===== src/rtl/dsp_map_pkg.sv =====
package dsp_map_pkg;
  localparam int PG_W   = 7;               // page select width (up to 128 pages)
  localparam int OFF_W  = 15;              // 32K words per page
  localparam int FW_W   = 2;               // flash window select (4 x 32K bytes)
  localparam int PA_W   = PG_W + OFF_W;    // physical address width
  localparam int CFG_DW = 2 * PG_W + 1;    // configuration write width
  localparam int A_W    = OFF_W + 1;       // DSP address width
  localparam int N_CE   = 4;

  localparam int CE_UNI   = 0;
  localparam int CE_PROG  = 1;
  localparam int CE_DATA  = 2;
  localparam int CE_FLASH = 3;

  typedef enum logic [1:0] {
    SPC_PROG   = 2'd0,
    SPC_DATA   = 2'd1,
    SPC_GLOBAL = 2'd2,
    SPC_RSVD   = 2'd3
  } space_e;

  typedef struct packed {
    logic            split;
    logic [PG_W-1:0] data_pg;
    logic [PG_W-1:0] prog_pg;
    logic [FW_W-1:0] win;
  } map_cfg_t;

  function automatic int imin(input int a, input int b);
    return (a < b) ? a : b;
  endfunction
endpackage


===== src/rtl/map_cfg_reg.sv =====
module map_cfg_reg
  import dsp_map_pkg::*;
#(
  parameter int              IO_W     = 8,
  parameter logic [IO_W-1:0] CFG_ADDR = 8'h54,
  parameter logic [IO_W-1:0] WIN_ADDR = 8'h55
) (
  input  logic              clk,
  input  logic              rst_n,
  input  logic              wr_en,
  input  logic [IO_W-1:0]   wr_addr,
  input  logic [CFG_DW-1:0] wr_data,
  output map_cfg_t          cfg
);
  localparam logic [PG_W-1:0] RST_PAGE = PG_W'(1);

  logic hit_cfg, hit_win;
  assign hit_cfg = wr_en && (wr_addr == CFG_ADDR);
  assign hit_win = wr_en && (wr_addr == WIN_ADDR);

  always_ff @(posedge clk or negedge rst_n) begin
    if (!rst_n) begin
      cfg.prog_pg <= RST_PAGE;
      cfg.data_pg <= RST_PAGE;
      cfg.split   <= 1'b0;
      cfg.win     <= '0;
    end else begin
      if (hit_cfg) begin
        cfg.prog_pg <= wr_data[PG_W-1:0];
        cfg.data_pg <= wr_data[2*PG_W-1:PG_W];
        cfg.split   <= wr_data[2*PG_W];
      end
      if (hit_win) begin
        cfg.win <= wr_data[FW_W-1:0];
      end
    end
  end


  foreign_write_chk: assert property (@(posedge clk) disable iff (!rst_n)
    (wr_en && wr_addr != CFG_ADDR && wr_addr != WIN_ADDR) |=> $stable(cfg));


  win_write_chk: assert property (@(posedge clk) disable iff (!rst_n)
    (wr_en && wr_addr == WIN_ADDR) |=> (cfg.win == $past(wr_data[FW_W-1:0])));
endmodule


===== src/rtl/map_page_decode.sv =====
module map_page_decode
  import dsp_map_pkg::*;
(
  input  logic            clk,
  input  logic            rst_n,
  input  space_e          space,
  input  logic [A_W-1:0]  addr,
  input  map_cfg_t        cfg,
  output logic [PG_W-1:0] page,
  output logic [PA_W-1:0] phys
);
  localparam int GPAD = PA_W - FW_W - OFF_W;

  logic upper;
  assign upper = addr[OFF_W];

  always_comb begin
    page = '0;
    if (upper) begin
      case (space)
        SPC_PROG: page = cfg.prog_pg;
        SPC_DATA: page = cfg.data_pg;
        default:  page = '0;
      endcase
    end
  end

  always_comb begin
    case (space)
      SPC_PROG, SPC_DATA: phys = {page, addr[OFF_W-1:0]};
      SPC_GLOBAL:         phys = {{GPAD{1'b0}}, cfg.win, addr[OFF_W-1:0]};
      default:            phys = '0;
    endcase
  end


  low_half_page0_chk: assert property (@(posedge clk) disable iff (!rst_n)
    ((space == SPC_PROG || space == SPC_DATA) && !addr[OFF_W])
      |-> (phys == PA_W'(addr)));
endmodule


===== src/rtl/map_bank_select.sv =====
module map_bank_select
  import dsp_map_pkg::*;
#(
  parameter int MAX_PAGES   = 96,
  parameter int UNI_PAGES   = 4,
  parameter int SPLIT_PAGES = 2
) (
  input  logic            clk,
  input  logic            rst_n,
  input  logic            strobe,
  input  space_e          space,
  input  logic            addr_hi,
  input  logic [PG_W-1:0] page,
  input  logic            split,
  output logic [N_CE-1:0] ce
);
  localparam int UNI_LIM   = imin(UNI_PAGES, MAX_PAGES);
  localparam int SPLIT_LIM = imin(SPLIT_PAGES, MAX_PAGES);

  logic uni_ok, split_ok;
  assign uni_ok   = int'(page) < UNI_LIM;
  assign split_ok = int'(page) < SPLIT_LIM;

  always_comb begin
    ce = '0;
    if (strobe) begin
      case (space)
        SPC_PROG: begin
          if (split) ce[CE_PROG] = split_ok;
          else       ce[CE_UNI]  = uni_ok;
        end
        SPC_DATA: begin
          if (split) ce[CE_DATA] = split_ok;
          else       ce[CE_UNI]  = uni_ok;
        end
        SPC_GLOBAL: ce[CE_FLASH] = !addr_hi;
        default:    ce = '0;
      endcase
    end
  end


  ce_onehot_chk: assert property (@(posedge clk) disable iff (!rst_n)
    $onehot0(ce));


  page_limit_chk: assert property (@(posedge clk) disable iff (!rst_n)
    (strobe && (space == SPC_PROG || space == SPC_DATA) && int'(page) >= MAX_PAGES)
      |-> (ce == '0));


  split_unified_off_chk: assert property (@(posedge clk) disable iff (!rst_n)
    split |-> !ce[CE_UNI]);


  idle_no_ce_chk: assert property (@(posedge clk) disable iff (!rst_n)
    !strobe |-> (ce == '0));
endmodule


===== src/rtl/dsp_page_mapper.sv =====
module dsp_page_mapper
  import dsp_map_pkg::*;
#(
  parameter int              IO_W        = 8,
  parameter logic [IO_W-1:0] CFG_ADDR    = 8'h54,
  parameter logic [IO_W-1:0] WIN_ADDR    = 8'h55,
  parameter int              MAX_PAGES   = 96,
  parameter int              UNI_PAGES   = 4,
  parameter int              SPLIT_PAGES = 2
) (
  input  logic              clk,
  input  logic              rst_n,
  input  logic              cfg_wr_en,
  input  logic [IO_W-1:0]   cfg_wr_addr,
  input  logic [CFG_DW-1:0] cfg_wr_data,
  input  logic              acc_strobe,
  input  logic [1:0]        acc_space,
  input  logic [A_W-1:0]    acc_addr,
  output logic [PA_W-1:0]   phys_addr,
  output logic              ram_uni_ce,
  output logic              ram_prog_ce,
  output logic              ram_data_ce,
  output logic              flash_ce,
  output logic              out_of_range
);
  map_cfg_t        cfg;
  space_e          space;
  logic [PG_W-1:0] page;
  logic [N_CE-1:0] ce;

  assign space = space_e'(acc_space);

  map_cfg_reg #(.IO_W(IO_W), .CFG_ADDR(CFG_ADDR), .WIN_ADDR(WIN_ADDR)) u_cfg (
    .clk(clk), .rst_n(rst_n), .wr_en(cfg_wr_en), .wr_addr(cfg_wr_addr),
    .wr_data(cfg_wr_data), .cfg(cfg)
  );

  map_page_decode u_dec (
    .clk(clk), .rst_n(rst_n), .space(space), .addr(acc_addr), .cfg(cfg),
    .page(page), .phys(phys_addr)
  );

  map_bank_select #(
    .MAX_PAGES(MAX_PAGES), .UNI_PAGES(UNI_PAGES), .SPLIT_PAGES(SPLIT_PAGES)
  ) u_bank (
    .clk(clk), .rst_n(rst_n), .strobe(acc_strobe), .space(space),
    .addr_hi(acc_addr[OFF_W]), .page(page), .split(cfg.split), .ce(ce)
  );

  assign ram_uni_ce  = ce[CE_UNI];
  assign ram_prog_ce = ce[CE_PROG];
  assign ram_data_ce = ce[CE_DATA];
  assign flash_ce    = ce[CE_FLASH];

  always_ff @(posedge clk or negedge rst_n) begin
    if (!rst_n) out_of_range <= 1'b0;
    else        out_of_range <= acc_strobe && (ce == '0);
  end


  oor_after_miss_chk: assert property (@(posedge clk) disable iff (!rst_n)
    (acc_strobe && !ram_uni_ce && !ram_prog_ce && !ram_data_ce && !flash_ce)
      |=> out_of_range);


  oor_needs_strobe_chk: assert property (@(posedge clk) disable iff (!rst_n)
    out_of_range |-> $past(acc_strobe));


  oor_idle_low_chk: assert property (@(posedge clk) disable iff (!rst_n)
    !acc_strobe |=> !out_of_range);
endmodule


===== config.mk =====
export PLATFORM = sky130hd
export DESIGN_NAME = dsp_page_mapper
export DESIGN_NICKNAME = d
export VERILOG_FILES = /design/src/rtl/dsp_map_pkg.sv /design/src/rtl/map_cfg_reg.sv /design/src/rtl/map_page_decode.sv /design/src/rtl/map_bank_select.sv /design/src/rtl/dsp_page_mapper.sv
export SDC_FILE = /design/constraint.sdc
export NUM_CORES = 1
export LEC_CHECK = 0
export ABC_AREA = 1
export BUFFER_PORTS_ARGS = -buffer_cell sky130_fd_sc_hd__buf_2
export CORE_MARGIN = 2
export CORE_UTILIZATION = 42
export DETAILED_ROUTE_END_ITERATION = 10
export PLACE_DENSITY_LB_ADDON = 0.08
export REMOVE_ABC_BUFFERS = 1
export SLEW_MARGIN = 20
export SYNTH_ARGS = -nofsm -noshare
export SYNTH_HDL_FRONTEND = slang
export SYNTH_SLANG_ARGS = --single-unit

===== constraint.sdc =====
create_clock -name clk -period 1.45 [get_ports clk]
set_input_delay 0.2175 -clock clk [delete_from_list [all_inputs] [get_ports clk]]
set_output_delay 0.2175 -clock clk [all_outputs]
set_load 0.01 [all_outputs]

Yosys cells after proc, flatten, opt, wreduce, memory -nomap -nowiden:

Index checks and enable logic that the tools add are counted.

* bits in registers: 18
* input bits: 45
* output and inout port bits: 27
* word-level logic and storage cells: 28

* $lt $le $gt $ge: 2
* eq/ne operators: 4
* muxes and demuxes: 10
* reduce and logical (&&, ||, !) cells: 7

Operators by type and width (count)
* case mux 22 bit (2 select lines): 1
* equality test 8 x 7 -> 1 bit (second input constant): 2
* case mux 7 bit (2 select lines): 1
* less-than comparator 7 x 2 -> 1 bit (second input constant): 1
* less-than comparator 7 x 3 -> 1 bit (second input constant): 1
* 2-to-1 mux 7 bit: 1
* 2-to-1 mux 1 bit: 6
* zero test 4 bit: 1
* 2-to-1 mux 4 bit: 1
* logical AND 1 bit: 3
* equality test 2 x 1 -> 1 bit (second input constant): 1
* equality test 2 bit (second input constant): 1
* zero test 2 bit: 1
* OR reduction 2 bit: 1
* zero test 1 bit: 1

Depth between registers and ports, before layout:

Gate-level depths: netlist (run 1).

* depth in word-level cells: 9
* gate-level depth with buffers: 10

Cells and area by module:

Synthesis (run 1) repeated with hierarchy kept, for this count alone.

* cells, all modules: 193
* area total of the unflattened synthesis: 1243.7 um2

By module, submodules not included
* map_cfg_reg: times used 1, cells an instance 91, area each 792.0 um2, seq. area each 427.9 um2
* map_page_decode: times used 1, cells an instance 72, area each 306.5 um2, seq. area each 0.0 um2
* map_bank_select: times used 1, cells an instance 23, area each 97.6 um2, seq. area each 0.0 um2
* dsp_page_mapper: times used 1, cells an instance 7, area each 47.5 um2, seq. area each 25.0 um2

Least setup slack after synthesis (run 1):

Ideal clock, no wire load.

* kind: input to output
* from: input acc_space[0]
* to: output ram_prog_ce
* data arrival time: 0.985 ns
* setup slack: 0.248 ns
* cell stages on the path: 9
* buffers on the path: 1
* cell sequence: buf_4 -> nor2_8 -> nand2_1 -> nand2_1 -> nand2_1 -> nand2_1 -> nor2_2 -> nand3_2 -> nor2_4

* cells in the longest elaborated chain, start to end: 7
* elaborated cells between the ends (all ways): 8

Ends and longest elaborated chain
* start, declared: RTL line dsp_page_mapper.sv:17 `input logic [1:0] acc_space,`
* equality test 2 x 1 -> 1 bit or zero test 2 bit (tied branches): RTL line map_page_decode.sv:20, map_bank_select.sv:27
* case mux 7 bit (2 select lines): RTL line map_page_decode.sv:20 `case (space)`
* 2-to-1 mux 7 bit: RTL line map_page_decode.sv:19 `if (upper) begin`
* less-than comparator 7 x 2 -> 1 bit: RTL line map_bank_select.sv:22 `assign split_ok = int'(page) < SPLIT_LIM;`
* 2-to-1 mux 1 bit: RTL line map_bank_select.sv:29 `if (split) ce[CE_PROG] = split_ok;`
* 2-to-1 mux 1 bit (*): RTL line map_bank_select.sv:27 `case (space)`
* 2-to-1 mux 4 bit (*): RTL line map_bank_select.sv:26 `if (strobe) begin`
* end, declared: RTL line dsp_page_mapper.sv:21 `output logic ram_prog_ce,`

Mark *: on every way between the ends. The rest lies on a longest branch, timed or not.

Worst setup path after layout (run 1):

* from: register u_cfg.cfg[12] (netlist name)
* to: output ram_prog_ce

* cells in the longest elaborated chain, start to end: 6

Ends and longest elaborated chain (RTL line)
* case mux 7 bit (2 select lines): map_page_decode.sv:20
* 2-to-1 mux 7 bit: map_page_decode.sv:19
* less-than comparator 7 x 2 -> 1 bit: map_bank_select.sv:22
* 2-to-1 mux 1 bit: map_bank_select.sv:29
* 2-to-1 mux 1 bit: map_bank_select.sv:27
* 2-to-1 mux 4 bit: map_bank_select.sv:26

Every way passes these cells.

==> results of run 1 <==
-- power by group through the flow --
stage          Sequential [W]  Clock (W)  Combinational, W
2_1_floorplan        0.000548          0          0.000108
3_3_place_gp         0.000552          0          0.000233
3_5_place_dp         0.000552          0          0.000239
4_1_cts              0.000542   0.000323          0.000252
5_1_grt              0.000546   0.000349          0.000293
6_report             0.000543   0.000319          0.000259
-- cells by family (layout without fill, tap and decap cells) --
logic type	after synthesis	in the layout	share of synthesized area [%]
AND/OR/NAND/NOR	80	80	31.2
buffers and inverters	51	134	18.8
AO/OA/AOI/OAI	22	22	10.6
flip-flops	18	18	39.5
-- registers in the layout, summed over array words and instances, names as in the netlist --
signal and cells:
u_cfg.cfg 17, out_of_range 1
-- cells in the mapped netlist --
master    number
nand2_1       42
inv_1         41
nor2_1        19
o21ai_1       17
dfrtp_1       16
nand3_1       10
buf_2          3
buf_4          2
dfstp_2        2
inv_2          2
nor3_1         2
a21oi_1        1
a21oi_2        1
a31o_1         1
a31o_2         1
buf_6          1
clkbuf_1       1
inv_6          1
nand3_2        1
nand3b_1       1
nor2_2         1
nor2_4         1
nor2_8         1
nor3b_1        1
nor4_1         1
o21ai_0        1
-- metal layers --
metal | wire length (um) | share of wire (%) | track usage, % | vias up
met1 | 1320 | 41 | 23.6 | 565
met2 | 1630 | 51 | 36.6 | 47
met4 | 14 | 0.44 | 3.06 | 0
met3 | 237 | 7.4 | 5.53 | 2
met5 | 0 | 0 | 0 | -
li1 | - | - | - | 680
-- final cells by class --
| cell class | instances | area [um2] | share of cell area (%) |
|---|---|---|---|
| well taps | 30 | 37.5 | 2.18 |
| multi-input cells | 102 | 510 | 29.7 |
| clock buffers | 4 | 36.3 | 2.11 |
| flip-flops and latches | 18 | 453 | 26.4 |
| repair buffers | 86 | 510 | 29.7 |
| inverters | 44 | 170 | 9.91 |
-- critical path: stages (launching register included) --
cell	delay [ns]
dfrtp_1	0.40
nand3_1	0.08
nand2_1	0.06
nand2_1	0.10
nand2_2	0.07
nor2_4	0.12
nand3_2	0.10
nor2_4	0.10
buf_6	0.11
-- what timing repair did --
action	CTS	global route
setup buffers	8	3
gates resized for setup	10	9
hold buffers	1	0
hold endpoints to repair	16	0
cloned	0	0
setup endpoints to repair	4	7
pin swaps	10	7
-- stage by stage --
stage | cell area [um2] | hold slack, ns | std cells | TNS (ns)
floorplan | 1100 | -0.0781 | 164 | -1.06
global placement | 1520 | 0.166 | 268 | 0
detailed placement | 1520 | 0.172 | 268 | 0
CTS | 1660 | 0.106 | 281 | -0.789
global route | 1720 | 0.115 | 284 | -1.60
finish | 1720 | 0.110 | 284 | -0.975
-- path summary, 6_finish.rpt --
check	to	slack (ns)	startpoint	cells after the start
worst min register to register	u_cfg.cfg[9]	0.50	u_cfg.cfg[9]	2
max in group asynchronous	u_cfg.cfg[2]	0.73	rst_n	2
worst min-delay path	u_cfg.cfg[9]	0.11	cfg_wr_data[7]	3
worst max-delay path	ram_prog_ce	-0.22	u_cfg.cfg[12]	8
min in group asynchronous	u_cfg.cfg[6]	0.38	rst_n	2
worst max register to register	out_of_range	0.04	u_cfg.cfg[12]	10
==> summary.txt, run 1 <==
Timing
  – Clk_skew: 0.00800 ns
  – Tcrit/Tclk final: 115%
  – Fin crit period: 1.67 ns
  – Fmax: 600 MHz
  – Slew HR: 71.9%
  – Endpoints failing setup: 6
  – Final count of hold timing violations: 0
  – Final worst setup slack: -0.217 ns
  – Worst slew pin tran: 0.422 ns
  – Unrepaired setup endpoints after global routing: yes
  – Fin. max-slew vios: 0

Global route
  – Pin count of the biggest net entering global routing: 31
  – Grt total ovfl: 0
  – Vias in the first global route: 1212
  – Initial antenna violation count: 0
  – First-pass GRT wire length: 5180 um
  – GRT Overall Usage: 20.0%

Job
  – Max Cap Viol: 0

Die
  – Boundary Pins: 72
  – Width of the die: 56.3 um
  – Initial core utilization: 45.5%
  – Floorplan row count: 18
  – Die Height: 56.3 um
  – Core Area: 2520 um2
  – Die ar.: 3170 um2

Worst setup path
  – CP Launch Type: flop
  – Setup CP Type: reg -> out
  – Worst Setup End Kind: output port
  – CP max FO: 3
  – CP required: 1.23 ns
  – Critical Path AT: 1.45 ns

Placed design
  – Port bufs: 71
  – Hpwl dp: 2250 um
  – Gpl congestion: 0.806
  – Worst slack, placed: 0.00229 ns

Power and ir drop
  – Leak pwr: 1.09 nW
  – Sw Ratio: 28.4%
  – Internal power: 0.000803 W
  – Peak supply drop: 0.000596 V
  – Combinational power share: 23.1%
  – Power, Total: 0.00112 W
  – Clk pwr share: 28.4%
  – NetSw: 0.000318 W
  – Power density over the cells: 653 nW/um2
  – Reg power frac: 48.4%

Layout
  – Layout cells sized above 1: 43.3%
  – Layout fillers: 229
  – Fin util: 68.1%
  – Antenna Cells: 0
  – Area Growth Syn to Fin: 49.7%
  – Fin nets: 300
  – Commonest non-fill, non-tap cell in the layout: buf_2
  – Most frequent cells in the layout: buf_2 (67), inv_1 (39), nand2_1 (38), nor2_1 (18), o21ai_1 (17)

Synth
  – Syn Area/Cell: 6.71 um2
  – Yosys reg bits: 18
  – Mapped Cells: 171
  – Post-synth cell types: 26
  – Area leader, netlist: dfrtp_1
  – Syn. warnings: 0
  – Synth Cell Area: 1150 um2
  – Top cell type's share of synthesized area: 34.9%
  – Top post-synthesis cells by area: dfrtp_1 (35%), nand2_1 (14%), inv_1 (13%)
  – Register area share after synthesis: 39.5%

Route
  – Routed WL per cell: 11.3 um
  – Via Count: 1294
  – Initial DRC Count: 42
  – Routed wire length: 3200 um
  – DR pass1 iterations: 4
  – Drc violations: 0
  – Post-route ant nets: 0
  – Vias per cell: 4.56

Clock tree
  – H-Tree Depth: 1
  – Root buffer cell: clkbuf_4
  – Worst skew pair latency: 0.30 ns
  – CTS buffer count: 3
  – CTS Sinks: 18
  – CTS tree: yes
  – CTS max path bufs: 2
  – Clock slew at reported path FFs: 0.11 ns

Status
  – Status: finished, violations left
  – Violated checks: negative setup slack

Min path
  – Worst min path class: in -> reg
(Power assumes the default switching activity.)
==> run 2, diff against run 1 <==
Settings changed: BUFFER_PORTS_ARGS -buffer_cell sky130_fd_sc_hd__buf_2 to unset, CORE_UTILIZATION 42 to 40, DONT_BUFFER_PORTS set to 1.
==> summary.txt, run 2 (same netlist as run 1, synthesis figures left out) <==
Die
  – Die Height: 57.6 um
  – Width of the die: 57.6 um
  – Floorplan row count: 19
  – Initial core utilization: 42.0%
  – Core Area: 2730 um2
  – Boundary Pins: 72
  – Die ar.: 3310 um2

Timing
  – Clk_skew: 0.00504 ns
  – Hold_ws: 0.0265 ns
  – Unrepaired setup endpoints after global routing: yes
  – Tcrit/Tclk final: 111%
  – Final count of hold timing violations: 0
  – Worst slew pin tran: 0.846 ns
  – Fin crit period: 1.61 ns
  – Slew HR: 43.4%
  – Fin. max-slew vios: 0
  – Final worst setup slack: -0.157 ns
  – Fmax: 622 MHz
  – Endpoints failing setup: 3

Worst setup path
  – Setup CP Type: reg -> out
  – Reg-to-reg endpoint: out_of_range
  – End of the critical path: ram_prog_ce
  – Worst Setup End Kind: output port
  – Cells on worst reg2reg path: 9
  – CP Launch Type: flop
  – Critical Path AT: 1.39 ns
  – Reg-to-Reg Start: u_cfg.cfg[8]
  – CP required: 1.23 ns
  – R2R setup slack: 0.19 ns
  – CP max FO: 3
  – Crit path from: u_cfg.cfg[8]

Clock tree
  – CTS buffer count: 3
  – CTS max path bufs: 2
  – CTS tree: yes
  – Clock slew at reported path FFs: 0.11 ns
  – H-Tree Depth: 1
  – Root buffer cell: clkbuf_4
  – CTS Sinks: 18
  – Worst skew pair latency: 0.30 ns

Route
  – Routed wire length: 2600 um
  – Post-route ant nets: 0
  – Drc violations: 0
  – Initial DRC Count: 17
  – DR pass1 iterations: 3
  – Routed WL per cell: 12.6 um
  – Vias per cell: 4.81
  – Via Count: 991

Power and ir drop
  – Power density over the cells: 790 nW/um2
  – Leak pwr: 0.740 nW
  – Peak supply drop: 0.000497 V

Global route
  – GRT Overall Usage: 15.3%
  – Vias in the first global route: 871
  – Initial antenna violation count: 0
  – Pin count of the biggest net entering global routing: 31
  – Grt total ovfl: 0
  – First-pass GRT wire length: 3970 um

Placed design
  – Worst slack, placed: 0.199 ns
  – Port bufs: 0
  – Gpl congestion: 0.850
  – Hpwl dp: 1880 um

Layout
  – Commonest non-fill, non-tap cell in the layout: inv_1
  – Area Growth Syn to Fin: 12.5%
  – Top Registers: u_cfg.cfg x17, out_of_range x1
  – Largest register FFs: 17
  – Biggest register: u_cfg.cfg
  – Layout cells sized above 1: 18.9%
  – Most frequent cells in the layout: inv_1 (39), nand2_1 (37), nor2_1 (18), o21ai_1 (17), dfrtp_1 (16)
  – Antenna Cells: 0
  – Fin nets: 221

Job
  – Max Cap Viol: 0

Min path
  – Worst min path class: in -> reg

Status
  – Status: finished, violations left
  – Violated checks: negative setup slack
[run 2: per-stage QoR]
step           cell area [um2]  total power (W)  TNS (ns)  util, %  std cells
2_1_floorplan             1100         0.000656     -1.06        -        164
3_3_place_gp              1150         0.000675         0     42.0        196
3_5_place_dp              1150         0.000677         0     42.0        196
4_1_cts                   1220          0.00102    -0.361     44.6        204
5_1_grt                   1290          0.00107    -0.638     47.2        206
6_report                  1290          0.00102    -0.318     47.2        206
[run 2: repair_timing]
item / in CTS / in global routing
setup buffers: 2 / 2
pin swaps: 2 / 8
hold buffers: 2 / 0
hold endpoints to repair: 19 / 0
endpoints found under the setup margin: 3 / 4
resized for setup: 2 / 14
[run 2: area by class of cell]
| cell class | count | area, um2 |
|---|---|---|
| fill | 297 | 1440 |
| clock buffer | 4 | 36.3 |
| sequential | 18 | 453 |
| inverter | 44 | 170 |
| multi-input combinational | 102 | 536 |
| timing repair buffer | 7 | 57.6 |
| tap | 31 | 38.8 |
[run 2: worst max-delay path, cell delays in order, from the launching register on]
cell and delay (ns):
dfrtp_1 0.40, nand2_1 0.07, nand2_1 0.06, nand2_2 0.08, nand2_2 0.07, nor2_4 0.15
nand3_2 0.10, nor2_4 0.15
[run 2: worst min path at each step]
stage | startpoint | to | slack, ns | cells past startpoint
6_report | cfg_wr_data[8] | u_cfg.cfg[10] | 0.03 | 2
3_5_place_dp | rst_n | u_cfg.cfg[6] | -0.08 | 0
2_1_floorplan | rst_n | out_of_range | -0.08 | 0
3_3_place_gp | rst_n | u_cfg.cfg[6] | -0.08 | 0
4_1_cts | cfg_wr_data[8] | u_cfg.cfg[10] | 0.02 | 2
5_1_grt | cfg_wr_data[8] | u_cfg.cfg[10] | 0.03 | 2
[run 2: per-layer routing]
layer / global-route usage, % / share of wire (%)
met1: 21.8 / 44
met2: 23.2 / 49
met3: 3.17 / 6.4
met4: 4.98 / 0.81
met5: 0 / 0
[run 2: power by group]
part | internal (W) | leakage [nW] | switching [W]
Sequential | 0.000528 | 0.240 | 0.0000150
Clock | 0.000153 | 0.0210 | 0.000172
Combinational | 0.0000531 | 0.479 | 0.0000977
==> run 3, diff against run 2 <==
Settings changed: CORE_UTILIZATION 40 to 45.
Clock period 1.45 ns to 1.3 ns, I/O delays scaled along.
==> summary.txt, run 3 (same netlist as run 1, synthesis figures left out) <==
Status
  – Status: finished, violations left
  – Violated checks: negative setup slack

Layout
  – Largest register FFs: 17
  – Layout fillers: 249
  – Biggest register: u_cfg.cfg
  – Most frequent cells in the layout: inv_1 (37), nand2_1 (34), nor2_1 (18), o21ai_1 (17), dfrtp_1 (16)
  – Fin nets: 227
  – Area Growth Syn to Fin: 16.2%
  – Post-Layout Inst Area: 1330 um2
  – Commonest non-fill, non-tap cell in the layout: inv_1
  – Antenna Cells: 0
  – Top Registers: u_cfg.cfg x17, out_of_range x1
  – Layout cells sized above 1: 22.1%

Timing
  – Tcrit/Tclk final: 120%
  – Slew HR: 45.8%
  – Worst slew pin tran: 0.810 ns
  – Fin. max-slew vios: 0
  – Clk_skew: 0.00621 ns
  – Endpoints failing setup: 4
  – Fin crit period: 1.56 ns
  – Final worst setup slack: -0.258 ns
  – Final count of hold timing violations: 0
  – Fmax: 642 MHz
  – Unrepaired setup endpoints after global routing: yes

Placed design
  – Hpwl dp: 1830 um
  – Area post-placement: 1150 um2
  – Port bufs: 0
  – Gpl congestion: 0.744
  – Worst slack, placed: 0.0373 ns

Clock tree
  – Worst skew pair latency: 0.30 ns
  – H-Tree Depth: 1
  – Clock slew at reported path FFs: 0.11 ns
  – CTS Sinks: 18
  – CTS max path bufs: 2
  – CTS buffer count: 3
  – CTS tree: yes
  – Root buffer cell: clkbuf_4

Route
  – Initial DRC Count: 16
  – Post-route ant nets: 0
  – Vias per cell: 4.92
  – Via Count: 1039
  – Routed WL per cell: 12.1 um
  – Drc violations: 0
  – Routed wire length: 2550 um
  – DR pass1 iterations: 4

Worst setup path
  – CP Launch Type: flop
  – Worst Setup End Kind: output port
  – Critical Path AT: 1.36 ns
  – CP max FO: 3
  – CP required: 1.11 ns
  – Setup CP Type: reg -> out

Global route
  – GRT Overall Usage: 18.0%
  – Vias in the first global route: 836
  – Pin count of the biggest net entering global routing: 31
  – First-pass GRT wire length: 3710 um
  – Initial antenna violation count: 0
  – Grt total ovfl: 0

Die
  – Width of the die: 54.5 um
  – Initial core utilization: 46.7%
  – Die Height: 54.5 um
  – Die ar.: 2970 um2
  – Core Area: 2450 um2
  – Floorplan row count: 18
  – Boundary Pins: 72

Job
  – Max Cap Viol: 0

Power and ir drop
  – Peak supply drop: 0.000538 V
  – Power density over the cells: 856 nW/um2
  – Power, Total: 0.00114 W
  – Leak pwr: 0.766 nW

Min path
  – Worst min path class: in -> reg
run 3: cell types whose count changed in the layout (fill, tap and decap cells not counted), moves of 2 or more:
| cell | before | now |
|---|---|---|
| nand3_2 | 5 | 3 |
| nand2_1 | 37 | 34 |
| dlygate4sd3_1 | 2 | 4 |
| buf_4 | 5 | 8 |
| nand2_2 | 5 | 8 |
| nand3_1 | 6 | 8 |
| inv_4 | 0 | 2 |
| inv_1 | 39 | 37 |
run 3: path summary, 6_finish.rpt:
check	startpoint	endpoint	slack, ns	cells past startpoint
setup / recovery	u_cfg.cfg[15]	ram_prog_ce	-0.26	7
hold / removal	cfg_wr_data[10]	u_cfg.cfg[12]	0.01	2
setup reg to reg	u_cfg.cfg[15]	out_of_range	0.08	8
hold reg to reg	u_cfg.cfg[2]	u_cfg.cfg[2]	0.48	2
max in group asynchronous	rst_n	u_cfg.cfg[10]	0.38	1
min in group asynchronous	rst_n	u_cfg.cfg[12]	0.41	1
run 3: report_power, final:
group	total [W]	leakage [nW]	switching, W	internal [W]
Clock	0.000356	0.0210	0.000185	0.000171
Sequential	0.000606	0.240	0.0000164	0.000589
Combinational	0.000181	0.505	0.000110	0.0000703
Total	0.00114	0.766	0.000312	0.000830
run 3: stage by stage:
| stage | std cells | setup TNS [ns] | hold WS (ns) | utilization [%] |
|---|---|---|---|---|
| finish | 211 | -0.785 | 0.00984 | 54.3 |
| global route | 211 | -1.31 | 0.00651 | 54.3 |
| CTS | 206 | -0.819 | 0.00779 | 51.6 |
| detailed placement | 195 | 0 | -0.100 | 46.7 |
| global placement | 195 | 0 | -0.100 | 46.7 |
| floorplan | 164 | -2.97 | -0.101 | - |
run 3: area by class of cell:
type	instances	area [um2]	area share (%)
clock buffer	4	36.3	2.72
inverter	44	175	13.1
multi-input combinational	102	520	39.0
sequential	18	453	34.0
tap	30	37.5	2.81
timing repair buffer	13	111	8.35
run 3: critical path: stages, from the launching register on:
cell	delay (ns)
dfrtp_1	0.40
nand3_1	0.08
nand2_1	0.07
nand2_2	0.08
nand2_2	0.07
nor2_4	0.14
nand3_2	0.10
nor2_4	0.13
run 3: timing repair:
action / 4_1_cts / 5_1_grt
gates resized for setup: 9 / 11
endpoints found under the setup margin: 5 / 7
hold endpoints to repair: 21 / 0
hold buffers: 4 / 0
pin swaps: 9 / 9
setup buffers: 3 / 6
run 3: routing by layer:
metal  track usage (%)  part of all wire [%]  wire (um)
met3              3.28                   7.1        180
met2              31.7                    47       1200
met5                 0                     0          0
met4              7.50                   1.6         40
met1              21.2                    44       1130
